[config.mk]
export PLATFORM = sky130hd
export DESIGN_NAME = nbsw_writer
export DESIGN_NICKNAME = d
export VERILOG_FILES = /design/src/rtl/nbsw_pkg.sv /design/src/rtl/nbsw_tick_gen.sv /design/src/rtl/nbsw_word_mux.sv /design/src/rtl/nbsw_writer.sv
export SDC_FILE = /design/constraint.sdc
export NUM_CORES = 1
export LEC_CHECK = 0
export BUFFER_PORTS_ARGS = -buffer_cell sky130_fd_sc_hd__buf_4
export CAP_MARGIN = 30
export CORE_AREA = 3 3 88 90
export CTS_CLUSTER_DIAMETER = 50
export CTS_CLUSTER_SIZE = 28
export DETAILED_ROUTE_END_ITERATION = 8
export DIE_AREA = 0 0 91 93
export PLACE_DENSITY = 0.47
export SKIP_LAST_GASP = 1
export SYNTH_ARGS = -nofsm -noshare
export SYNTH_HDL_FRONTEND = slang
export SYNTH_SLANG_ARGS = --single-unit
[constraint.sdc]
create_clock -name clk_i -period 3 [get_ports clk_i]
set_clock_uncertainty 0.1 [all_clocks]
set_input_delay 0.6 -clock clk_i [delete_from_list [all_inputs] [get_ports clk_i]]
set_output_delay 0.6 -clock clk_i [all_outputs]
set_load 0.1 [all_outputs]
[src/rtl/nbsw_pkg.sv]
package nbsw_pkg;
  localparam int BYTE_W    = 8;
  localparam int WORD_W    = BYTE_W + 1;
  localparam int BIT_IDX_W = $clog2(WORD_W);
  localparam int MAX_DATA  = 2;
  localparam int WIDX_W    = $clog2(MAX_DATA + 1);

  typedef enum logic [2:0] {
    ST_IDLE,
    ST_LEAD,
    ST_SHIFT,
    ST_TRAIL,
    ST_GAP
  } nbsw_state_e;
endpackage

[src/rtl/nbsw_tick_gen.sv]
module nbsw_tick_gen #(
  parameter int unsigned CLK_DIV = 2
) (
  input  logic clk_i,
  input  logic rst_ni,
  input  logic run_i,
  output logic tick_o
);
  localparam int CNT_W = (CLK_DIV > 1) ? $clog2(CLK_DIV) : 1;
  localparam logic [CNT_W-1:0] LAST = CNT_W'(CLK_DIV - 1);

  logic [CNT_W-1:0] cnt_q, cnt_d;

  always_comb begin
    tick_o = run_i && (cnt_q == LAST);
    if (!run_i || tick_o) cnt_d = '0;
    else                  cnt_d = cnt_q + 1'b1;
  end

  always_ff @(posedge clk_i or negedge rst_ni) begin
    if (!rst_ni) cnt_q <= '0;
    else         cnt_q <= cnt_d;
  end
endmodule

[src/rtl/nbsw_word_mux.sv]
module nbsw_word_mux
  import nbsw_pkg::*;
(
  input  logic [BYTE_W-1:0]    addr_i,
  input  logic [2*BYTE_W-1:0]  data_i,
  input  logic [WIDX_W-1:0]    last_i,
  input  logic [WIDX_W-1:0]    word_idx_i,
  input  logic [BIT_IDX_W-1:0] bit_idx_i,
  output logic                 bit_o
);
  logic [WORD_W-1:0] word, word_sh;
  logic [BYTE_W-1:0] hi_byte, lo_byte;

  assign hi_byte = data_i[2*BYTE_W-1:BYTE_W];
  assign lo_byte = data_i[BYTE_W-1:0];

  always_comb begin
    // leading bit: 0 marks the address word, 1 marks a data word
    if (word_idx_i == '0)
      word = {1'b0, addr_i};
    else if (word_idx_i == WIDX_W'(1) && last_i != WIDX_W'(1))
      word = {1'b1, hi_byte};
    else
      word = {1'b1, lo_byte};
    word_sh = word << bit_idx_i;
    bit_o   = word_sh[WORD_W-1];
  end
endmodule

[src/rtl/nbsw_writer.sv]
module nbsw_writer
  import nbsw_pkg::*;
#(
  parameter int unsigned CLK_DIV = 2
) (
  input  logic        clk_i,
  input  logic        rst_ni,
  input  logic        req_valid_i,
  output logic        req_ready_o,
  input  logic [7:0]  req_addr_i,
  input  logic [1:0]  req_nbytes_i,
  input  logic [15:0] req_data_i,
  output logic        sclk_o,
  output logic        mosi_o,
  output logic        cs_no,
  output logic        busy_o,
  output logic        done_o
);
  localparam logic [BIT_IDX_W-1:0] LAST_BIT = BIT_IDX_W'(WORD_W - 1);
  localparam logic [WIDX_W-1:0]    MAX_IDX  = WIDX_W'(MAX_DATA);

  nbsw_state_e           state_q, state_d;
  logic [BYTE_W-1:0]     addr_q, addr_d;
  logic [2*BYTE_W-1:0]   data_q, data_d;
  logic [WIDX_W-1:0]     last_q, last_d;
  logic [WIDX_W-1:0]     widx_q, widx_d;
  logic [BIT_IDX_W-1:0]  bidx_q, bidx_d;
  logic                  sclk_q, sclk_d;
  logic                  mosi_q, mosi_d;
  logic                  cs_n_q, cs_n_d;
  logic                  done_q, done_d;
  logic                  gap_q, gap_d;
  logic                  tick, cur_bit, take;

  nbsw_tick_gen #(.CLK_DIV(CLK_DIV)) tick_i (
    .clk_i (clk_i),
    .rst_ni(rst_ni),
    .run_i (state_q != ST_IDLE),
    .tick_o(tick)
  );

  nbsw_word_mux mux_i (
    .addr_i    (addr_q),
    .data_i    (data_q),
    .last_i    (last_q),
    .word_idx_i(widx_q),
    .bit_idx_i (bidx_q),
    .bit_o     (cur_bit)
  );

  assign take = (state_q == ST_IDLE) && req_valid_i;

  always_comb begin
    state_d = state_q;
    addr_d  = addr_q;
    data_d  = data_q;
    last_d  = last_q;
    widx_d  = widx_q;
    bidx_d  = bidx_q;
    sclk_d  = sclk_q;
    mosi_d  = mosi_q;
    cs_n_d  = cs_n_q;
    gap_d   = gap_q;
    done_d  = 1'b0;
    unique case (state_q)
      ST_IDLE: if (take) begin
        addr_d  = req_addr_i;
        data_d  = req_data_i;
        last_d  = (req_nbytes_i > 2'd2) ? MAX_IDX : WIDX_W'(req_nbytes_i);
        widx_d  = '0;
        bidx_d  = '0;
        cs_n_d  = 1'b0;
        mosi_d  = 1'b0;  // first bit of the address word is its flag bit
        state_d = ST_LEAD;
      end
      ST_LEAD: if (tick) state_d = ST_SHIFT;
      ST_SHIFT: if (tick) begin
        if (sclk_q) begin
          sclk_d = 1'b0;
          mosi_d = cur_bit;
        end else begin
          sclk_d = 1'b1;
          if (bidx_q == LAST_BIT) begin
            bidx_d = '0;
            if (widx_q == last_q) state_d = ST_TRAIL;
            else                  widx_d  = widx_q + 1'b1;
          end else begin
            bidx_d = bidx_q + 1'b1;
          end
        end
      end
      ST_TRAIL: if (tick) begin
        cs_n_d  = 1'b1;
        done_d  = 1'b1;
        gap_d   = 1'b0;
        state_d = ST_GAP;
      end
      ST_GAP: if (tick) begin
        if (gap_q) state_d = ST_IDLE;
        else       gap_d   = 1'b1;
      end
      default: state_d = ST_IDLE;
    endcase
  end

  always_ff @(posedge clk_i or negedge rst_ni) begin
    if (!rst_ni) begin
      state_q <= ST_IDLE;
      addr_q  <= '0;
      data_q  <= '0;
      last_q  <= '0;
      widx_q  <= '0;
      bidx_q  <= '0;
      sclk_q  <= 1'b1;
      mosi_q  <= 1'b0;
      cs_n_q  <= 1'b1;
      done_q  <= 1'b0;
      gap_q   <= 1'b0;
    end else begin
      state_q <= state_d;
      addr_q  <= addr_d;
      data_q  <= data_d;
      last_q  <= last_d;
      widx_q  <= widx_d;
      bidx_q  <= bidx_d;
      sclk_q  <= sclk_d;
      mosi_q  <= mosi_d;
      cs_n_q  <= cs_n_d;
      done_q  <= done_d;
      gap_q   <= gap_d;
    end
  end

  assign req_ready_o = (state_q == ST_IDLE);
  assign busy_o      = (state_q != ST_IDLE);
  assign sclk_o      = sclk_q;
  assign mosi_o      = mosi_q;
  assign cs_no       = cs_n_q;
  assign done_o      = done_q;
endmodule

### Yosys cells after proc, flatten, opt, wreduce, memory -nomap -nowiden

Index checks and enable logic that the tools add are counted.

| word-level totals | value |
|---|---|
| output and inout port bits | 6 |
| input port bits | 29 |
| flip-flop bits (word level) | 41 |

| cells by class | value |
|---|---|
| eq/ne operators | 19 |
| reduce and logical (&&, ||, !) cells | 19 |
| order comparisons | 1 |
| shift operators | 1 |
| muxes and demuxes | 36 |
| add/sub/neg operators | 3 |

Operator list:

| cell | count |
|---|---|
| 3-bit two-way mux | 9 |
| 2-bit != test (second input constant) | 10 |
| 4-bit two-way mux | 4 |
| 3-bit case mux with 5 select lines | 1 |
| 2-bit two-way mux | 6 |
| 1-bit two-way mux | 9 |
| 9-bit two-way mux | 1 |
| 9-bit AND reduction | 1 |
| 9-bit by 4-bit left shift with 9-bit output | 1 |
| 8-bit two-way mux | 1 |
| 4-bit case mux with 2 select lines | 1 |
| 4-bit AND reduction | 2 |
| 3-bit by 2-bit equality test with 1-bit output (second input constant) | 2 |
| 1-bit case mux with 2 select lines | 3 |
| 3-bit AND reduction | 2 |
| 6-bit AND reduction | 1 |
| 2-bit nonzero test | 3 |
| 4-bit by 1-bit adder with 4-bit output (second input constant) | 1 |
| 4-bit equality test (second input constant) | 1 |
| 2-bit by 1-bit != test with 1-bit output (second input constant) | 2 |
| 2-bit case mux with 2 select lines | 1 |
| 2-bit AND reduction | 2 |
| 3-bit by 1-bit equality test with 1-bit output (second input constant) | 1 |
| 3-bit equality test (second input constant) | 1 |
| 11 further kinds | 13 |

### Depth between registers and ports, before layout

Gate-level depths: netlist of the first run.

| logic depth | value |
|---|---|
| word-level depth | 8 |
| depth in mapped cells | 8 |

### Cells and area by module

From an unflattened synthesis of the first run, not the netlist that was laid out.

| second synthesis, totals | value |
|---|---|
| cells, all modules | 184 |
| area, all modules | 2,119.5 µm² |

By module, submodules not included:

| module | area an instance (µm²) | cells each | times used |
|---|---|---|---|
| nbsw_writer | 1,799.2 | 146 | 1 |
| nbsw_word_mux | 279.0 | 35 | 1 |
| nbsw_tick_gen | 41.3 | 3 | 1 |

### Worst setup path before layout of the first run

Ideal clock, no wire load.

| timing path | value |
|---|---|
| path type | register to output |
| from | reg state_q[2] |
| to | out req_ready_o |
| path buffers | 1 |
| path slack | 0.146 ns |
| required time | 2.300 ns |
| stages on the path, launching flop included | 4 |
| arrival time | 2.154 ns |
| path through | dfrtp_1 -> clkbuf_1 -> or3_1 -> inv_1 |

| between the ends | value |
|---|---|
| word-level cells in the longest chain between the ends | 1 |

RTL lines:

| what | RTL line | RTL |
|---|---|---|
| start, declared | nbsw_writer.sv:22 | `nbsw_state_e state_q, state_d;` |
| start signal, assigned | nbsw_writer.sv:120 | `state_q <= state_d;` |
| 3-bit logical NOT | nbsw_writer.sv:134 | `assign req_ready_o = (state_q == ST_IDLE);` |
| end, declared | nbsw_writer.sv:9 | `output logic req_ready_o,` |

No other way between the ends.

### Worst setup path in the final report of the first run

Same ends and word-level chain as after synthesis.

==> impl_results.md, run 1 <==
- Final setup vio count: 0
- Comb power frac: about 45%
- Flop pwr share: 38.0%
- Synth unique cells: 48
- Most instantiated cells after synthesis: dfrtp_1, mux2_2, o21ai_0
- Routed Antenna Nets: 0
- Prevailing post-synth register cell: dfrtp_1
- Pwr Density: between 1000 and 1500 nW/um^2
- Die Footprint: approximately 8500 um^2
- Final worst slack: 664 ps
- Reg area: around 1000 um^2
- Synth area leader: dfrtp_1
- Post-synth ARST share: 100%
- P_sw: 1160 uW
- # hold bufs at CTS: 0
- Post-CTS setup buffers: 0
- Top-area cell type share of the netlist area: a little under half
- Status: completed
- Critical path class: flip-flop to output pin
- Clk_lat worst skew: 290 ps
- Sw frac: 42.0%
- Ports: 35
- Die width: about 90 um
- CP Max Fanout: 12
- Lkg Pwr: 0.00111 uW
- Max clock buf depth: 2
- Core area: ~7100 um^2
- Post-CTS sizing: 0
- Period Utilization, post-route: 77.9%
- Largest net degree at the start of global routing: 42
- Largest cells by area after synthesis: dfrtp_1, mux2_2, o21ai_0, dfstp_2, ha_1
- Diodes inserted: 0
- RSZ-0062 raised after global routing: false
- CTS tree: done
- Max-Cap Viols: 0
- DRC: 0
- Clk pwr share: between 10% and 20%
- Initial Util: 29.4%
- Post-synth EDFFs: 0
- Post-route setup TNS: 0 ps
- Synthesized instance count: slightly below 200
- Worst EP arrival: between 1500 and 2000 ps
- Flop-to-flop setup slack: between 800 and 900 ps
- Post-Route WL: 4770 um
- Int Power: 1600 uW
- Clock root buffer: clkbuf_8
- Initial antenna violation count: 0
- I/O Buffers: 34
- Number of vias per cell: between 4 and 5
- Area grow syn2layout: 23.0%
- Total Routing Usage GR: between 10% and 20%
- Clk slew on worst S/H paths: about 80 ps
- Number of warning messages in the yosys log: 0
- H-tree depth: 2
- R2R Path End: mosi_o$_DFFE_PN0P_
- Drt first pass iters: 4
- Synth Area per Inst: around 11 um^2
- Site Rows: 31
- Worst r2r src: widx_q[1]$_DFFE_PN0P_
- Iteration-0 DRC Markers: 58
- FILL cells: between 700 and 800
- Cell total after placement: 321
- Syn nets: roughly 230
- Register area share after synthesis: between 40% and 50%
- Peak VDD IR: just over 0.0003 V
- Max-slew violation count: 0
- CTS buffer count: 5
- Syn Std Cell Area: about 2100 um^2
- Layout Nets: approximately 260
- Min Tclk post-route: approximately 2300 ps
- Number of global-route vias before repair: around 1600
- Sink Count: 41
- Slew margin rel.: between 60% and 70%
- Multi-input logic area: ~990 um^2
- Congestion Overflow GR: 0
- GP Congestion: ~0.85
- Fin cells: roughly 330
- FMAX: roughly 430 MHz
- CP Capture Type: output pin
- Synthesized flop and latch total: 41
- CP Data Required Time: about 2300 ps
- Count leader, synth: dfrtp_1
- Worst Reg-to-Reg Cells: 7
- Drt wl/cell: between 10 and 15 um
- Fin. Hold Viols: 0
- DP HPWL: about 3400 um
- Die Span Y: slightly above 90 um
- Layout cells sized above 1: 34.8%
- DR vias: between 1500 and 2000
- Pre-CTS WS: 825 ps
- Hold/Removal Path Class: primary input to asynchronous set/reset pin
- First-pass GRT wire length: between 8000 and 9000 um
- Actual slew at the worst max-slew pin: 532 ps
- Worst Setup Start Kind: flip-flop
## routing by layer
layer / routed length, um / share of wire (%) / up-vias / global-route usage, %
li1: - / - / 763 / -
met1: 2290 / 48 / 751 / 16.2
met2: 2240 / 47 / 27 / 19.1
met3: 185 / 3.9 / 5 / 3.06
met4: 51 / 1.1 / 0 / 3.39
met5: 0 / 0 / - / 0
## power groups by stage
| stage | clock network (uW) | logic, uW | registers (uW) |
|---|---|---|---|
| after floorplan | 0 | 944 | 1050 |
| after global placement | 0 | 1250 | 1060 |
| after detailed placement | 0 | 1260 | 1060 |
| after CTS | 484 | 1260 | 1050 |
| after global routing | 508 | 1380 | 1090 |
| final | 464 | 1250 | 1050 |
## through the flow
step | utilization (%) | power [uW] | instance area (um^2) | hold WS (ps)
2_1_floorplan | - | 1990 | 2100 | 204
3_3_place_gp | 34.5 | 2310 | 2460 | 360
3_5_place_dp | 34.5 | 2320 | 2460 | 356
4_1_cts | 36.1 | 2800 | 2580 | 200
5_1_grt | 36.1 | 2980 | 2580 | 223
6_report | 36.1 | 2760 | 2580 | 180
## logic make-up (layout without fill, tap and decap cells)
| logic type | Yosys count | in the layout | synth area share, % |
|---|---|---|---|
| XOR/XNOR | 4 | 4 | 1.67 |
| buffers and inverters | 21 | 57 | 4.30 |
| AND/OR/NAND/NOR | 56 | 56 | 14.4 |
| AO/OA/AOI/OAI | 39 | 39 | 12.8 |
| flip-flops | 41 | 41 | 49.1 |
| adder cells (fa/ha/maj) | 4 | 4 | 2.39 |
| multiplexers | 29 | 29 | 15.4 |
## critical path: stages (launching register included)
cell and delay, ps:
dfrtp_1 530, or3_1 440, inv_1 80, buf_4 280
## placed cells by master, fill, tap and decap left out, types with 4 or more instances in the layout
master	instances
dfrtp_1	39
o21ai_0	13
nand3_1	8
clkbuf_8	6
buf_4	37
nor3_1	5
nand2b_1	5
nor2_1	11
ha_1	4
a21oi_1	5
mux2_2	26
nand2_1	12
inv_1	11
## state kept, by name (all words and copies together) (netlist names)
name	cells
data_q	16
addr_q	8
bidx_q	4
state_q	3
last_q	2
widx_q	2
cs_no	1
done_o	1
gap_q	1
mosi_o	1
sclk_o	1
tick_i.cnt_q	1
## layout make-up
class	count	area share (%)
flip-flops and latches	41	39.9
multi-input cells	132	38.3
repair buffers	37	10.8
well taps	99	4.81
clock buffers	7	3.35
inverters	12	1.75
clock inverters	1	1.17
## worst max path at each step
stage / start / end / cells after the start / slack, ps
2_1_floorplan: state_q[2]$_DFFE_PN0P_ / req_ready_o / 3 / 150
3_3_place_gp: widx_q[1]$_DFFE_PN0P_ / mosi_o$_DFFE_PN0P_ / 7 / 900
3_5_place_dp: widx_q[1]$_DFFE_PN0P_ / mosi_o$_DFFE_PN0P_ / 7 / 830
4_1_cts: state_q[2]$_DFFE_PN0P_ / req_ready_o / 3 / 640
5_1_grt: state_q[2]$_DFFE_PN0P_ / req_ready_o / 3 / 580
6_report: state_q[2]$_DFFE_PN0P_ / req_ready_o / 3 / 660
Power figures use the tool's default switching activity.
==> run 2: changes to the inputs <==
- PLACE_DENSITY: 0.47 -> 0.49
- clock period: 3 -> 2 ns (I/O delays scaled with it)
==> run 2 against run 1 <==
  * The flow now finishes with violations (negative hold slack)
  * Critical path depth unchanged
  * Setup slack got worse by 610 ps
  * Combinational power increased by 81%
  * Sequential cell count unchanged
  * Core utilization increased by 2.2 points
  * Design area increased by 6.0%
  * Final cell count increased by 4.9%
  * Clock-buffer cell count unchanged
  * Non-clock buffer count increased by 16
  * Register-to-register slack got worse by 750 ps
  * Sequential power increased by 42%
  * Via count increased by 4.6%
  * Largest power group unchanged
==> impl_results.md, run 2 (synthesized netlist as in run 1, its figures left out) <==
- Status: complete, but fails checks (was completed)
- Sink Count: 41 (unchanged)
- Sw frac: 42.2% (was 42.0%)
- Slew margin rel.: 64.7% (was 64.5%)
- FILL cells: 738 (was 771)
- Worst EP arrival: 1450 ps (was 1640 ps)
- CP Capture Type: output pin (unchanged)
- CP Max Fanout: 7 (was 12)
- Routed Antenna Nets: 0 (unchanged)
- Congestion Overflow GR: 0 (unchanged)
- Flop pwr share: 34.9% (was 38.0%)
- I/O Buffers: 34 (unchanged)
- Period Utilization, post-route: 97.3%
- Site Rows: 31 (unchanged)
- Post-DP Area: 2580 um^2 (was 2460 um^2)
- RSZ-0062 raised after global routing: true (was false)
- Clk slew on worst S/H paths: 80 ps (about the same)
- Critical path class: flip-flop to output pin (unchanged)
- Hold Slack: -17.4 ps (was 180 ps)
- Actual slew at the worst max-slew pin: 529 ps (was 532 ps)
- Area grow syn2layout: 30.4% (was 23.0%)
- Lkg Pwr: 0.00117 uW (was 0.00111 uW)
- Largest net degree at the start of global routing: 42 (unchanged)
- Core Util, Final: 38.3% (was 36.1%)
- Drt wl/cell: 13.9 um (was 14.5 um)
- Multi-input logic area: 1040 um^2 (was 986 um^2)
- Comb power frac: 52.9% (was 45.2%)
- CTS buffer count: 5 (unchanged)
- Critical Path Start: state_q[1]$_DFFE_PN0P_ (was state_q[2]$_DFFE_PN0P_)
- Max-slew violation count: 0 (unchanged)
- Diodes inserted: 0 (unchanged)
- Int Power: 2460 uW (was 1600 uW)
- P_sw: 1800 uW (was 1160 uW)
- CTS tree: done (unchanged)
- Reg area: 1030 um^2 (about the same)
- Post-Route WL: 4810 um (was 4770 um)
- Pwr Density: 1560 nW/um^2 (was 1070 nW/um^2)
- Hold/Removal Path Class: primary input to asynchronous set/reset pin (unchanged)
- Final setup vio count: 0 (unchanged)
- Biggest register: data_q (unchanged)
- Total Routing Usage GR: 12.2% (was 12.0%)
- Max clock buf depth: 2 (unchanged)
- DR vias: 1617 (was 1546)
- # hold bufs at CTS: 0 (unchanged)
- Number of vias per cell: 4.69 (was 4.70)
- CP Data Required Time: 1500 ps (was 2300 ps)
- Post-route setup TNS: 0 ps (unchanged)
- Die Footprint: 8460 um^2 (unchanged)
- Drt first pass iters: 4 (unchanged)
- H-tree depth: 2 (unchanged)
- Initial Util: 29.4% (unchanged)
- FMAX: about 500 MHz
- Number of global-route vias before repair: 1696 (was 1572)
- Regs by FF count: data_q (16), addr_q (8), bidx_q (4) (unchanged)
- Fin. Hold Viols: 24 (was 0)
- First-pass GRT wire length: 8270 um (was 8090 um)
- Fin cells: 345 (was 329)
- Min Tclk post-route: 1950 ps
- Ports: 35 (unchanged)
- Most frequent cells in the layout: buf_4, dfrtp_1, mux2_2 (was dfrtp_1, buf_4, mux2_2)
- Worst Setup Start Kind: flip-flop (unchanged)
- Peak VDD IR: 0.000447 V (was 0.000310 V)
- Iteration-0 DRC Markers: 53 (was 58)
- Clk_lat worst skew: 290 ps (about the same)
- Worst r2r src: widx_q[1]$_DFFE_PN0P_ (unchanged)
- DP HPWL: 3520 um (was 3430 um)
- Largest register FFs: 16 (unchanged)
- Final instance area: 2730 um^2 (was 2580 um^2)
- Failing checks: negative hold slack
- Flop-to-flop setup slack: 60 ps (was 810 ps)
- Cell total after placement: 334 (was 321)
- Max-Cap Viols: 0 (unchanged)
- Layout Nets: 278 (was 262)
- Die width: 91 um (unchanged)
- GP Congestion: 0.877 (was 0.847)
- Layout cells sized above 1: 43.5% (was 34.8%)
- Commonest non-fill, non-tap cell in the layout: buf_4 (was dfrtp_1)
- Die Span Y: 93 um (unchanged)
- DRC: 0 (unchanged)
- Clock root buffer: clkbuf_8 (unchanged)
- Clk pwr share: 12.2% (was 16.8%)
- Core area: 7140 um^2 (unchanged)
- Initial antenna violation count: 0 (unchanged)
## run 2: cell count changes in the layout (fill, tap and decap cells not counted), sizes merged
cell      previous run  this run
inv                 12        11
buf                 37        53
clkinvlp             0         1
bufinv               1         0
clkinv               0         1
## run 2: repair_timing
item / in CTS / in global routing
pin swaps: 1 / 2
resized for setup: 3 / 10
hold endpoints to repair: 0 / 0
endpoints found under the setup margin: 2 / 2
gates cloned: 0 / 0
setup buffers: 0 / 3
## run 2: cell type report
type | instances | share of cell area (%)
repair buffers | 53 | 14.8
clock inverters | 1 | 0.183
well taps | 99 | 4.53
flip-flops and latches | 41 | 37.8
inverters | 12 | 1.79
clock buffers | 7 | 2.79
multi-input cells | 132 | 38.1
## run 2: power groups by stage
stage,registers (uW),clock network (uW),logic (uW)
after floorplan,1580,0,1480
after global placement,1500,0,2150
after detailed placement,1510,0,2160
after CTS,1490,547,2190
after global routing,1550,585,2480
final,1490,522,2260
## run 2: critical path: stages (launching register included)
cell	delay, ps
dfrtp_2	460
or3_4	410
clkinvlp_4	90
buf_8	190
## run 2: routing by layer
metal	wire length [um]	part of all wire [%]	vias to the layer above	GRT usage, %
met3	145	3.0	8	2.74
met1	2270	47	788	15.8
met2	2290	48	28	19.9
met4	98	2.0	0	4.77
li1	-	-	793	-
met5	0	0	-	0
## run 2: worst paths after layout
kind | to | cells after the start
min in group clk_i | addr_q[1]$_DFFE_PN0P_ | 3
worst max register to register | mosi_o$_DFFE_PN0P_ | 7
worst min register to register | cs_no$_DFFE_PN1P_ | 2
worst max-delay path | req_ready_o | 3
max in group asynchronous | widx_q[0]$_DFFE_PN0P_ | 1
worst min-delay path | tick_i.cnt_q$_DFF_PN0_ | 1
## run 2: per-stage QoR
| step | power [uW] | setup WS [ps] | hold WS, ps |
|---|---|---|---|
| 3_3_place_gp | 3650 | 62.1 | 336 |
| 3_5_place_dp | 3670 | -4.68 | 328 |
| 4_1_cts | 4230 | -7.32 | 15.9 |
| 2_1_floorplan | 3060 | -5.83 | 4.41 |
| 6_report | 4270 | 54.4 | -17.4 |
| 5_1_grt | 4620 | -25.2 | 28.5 |
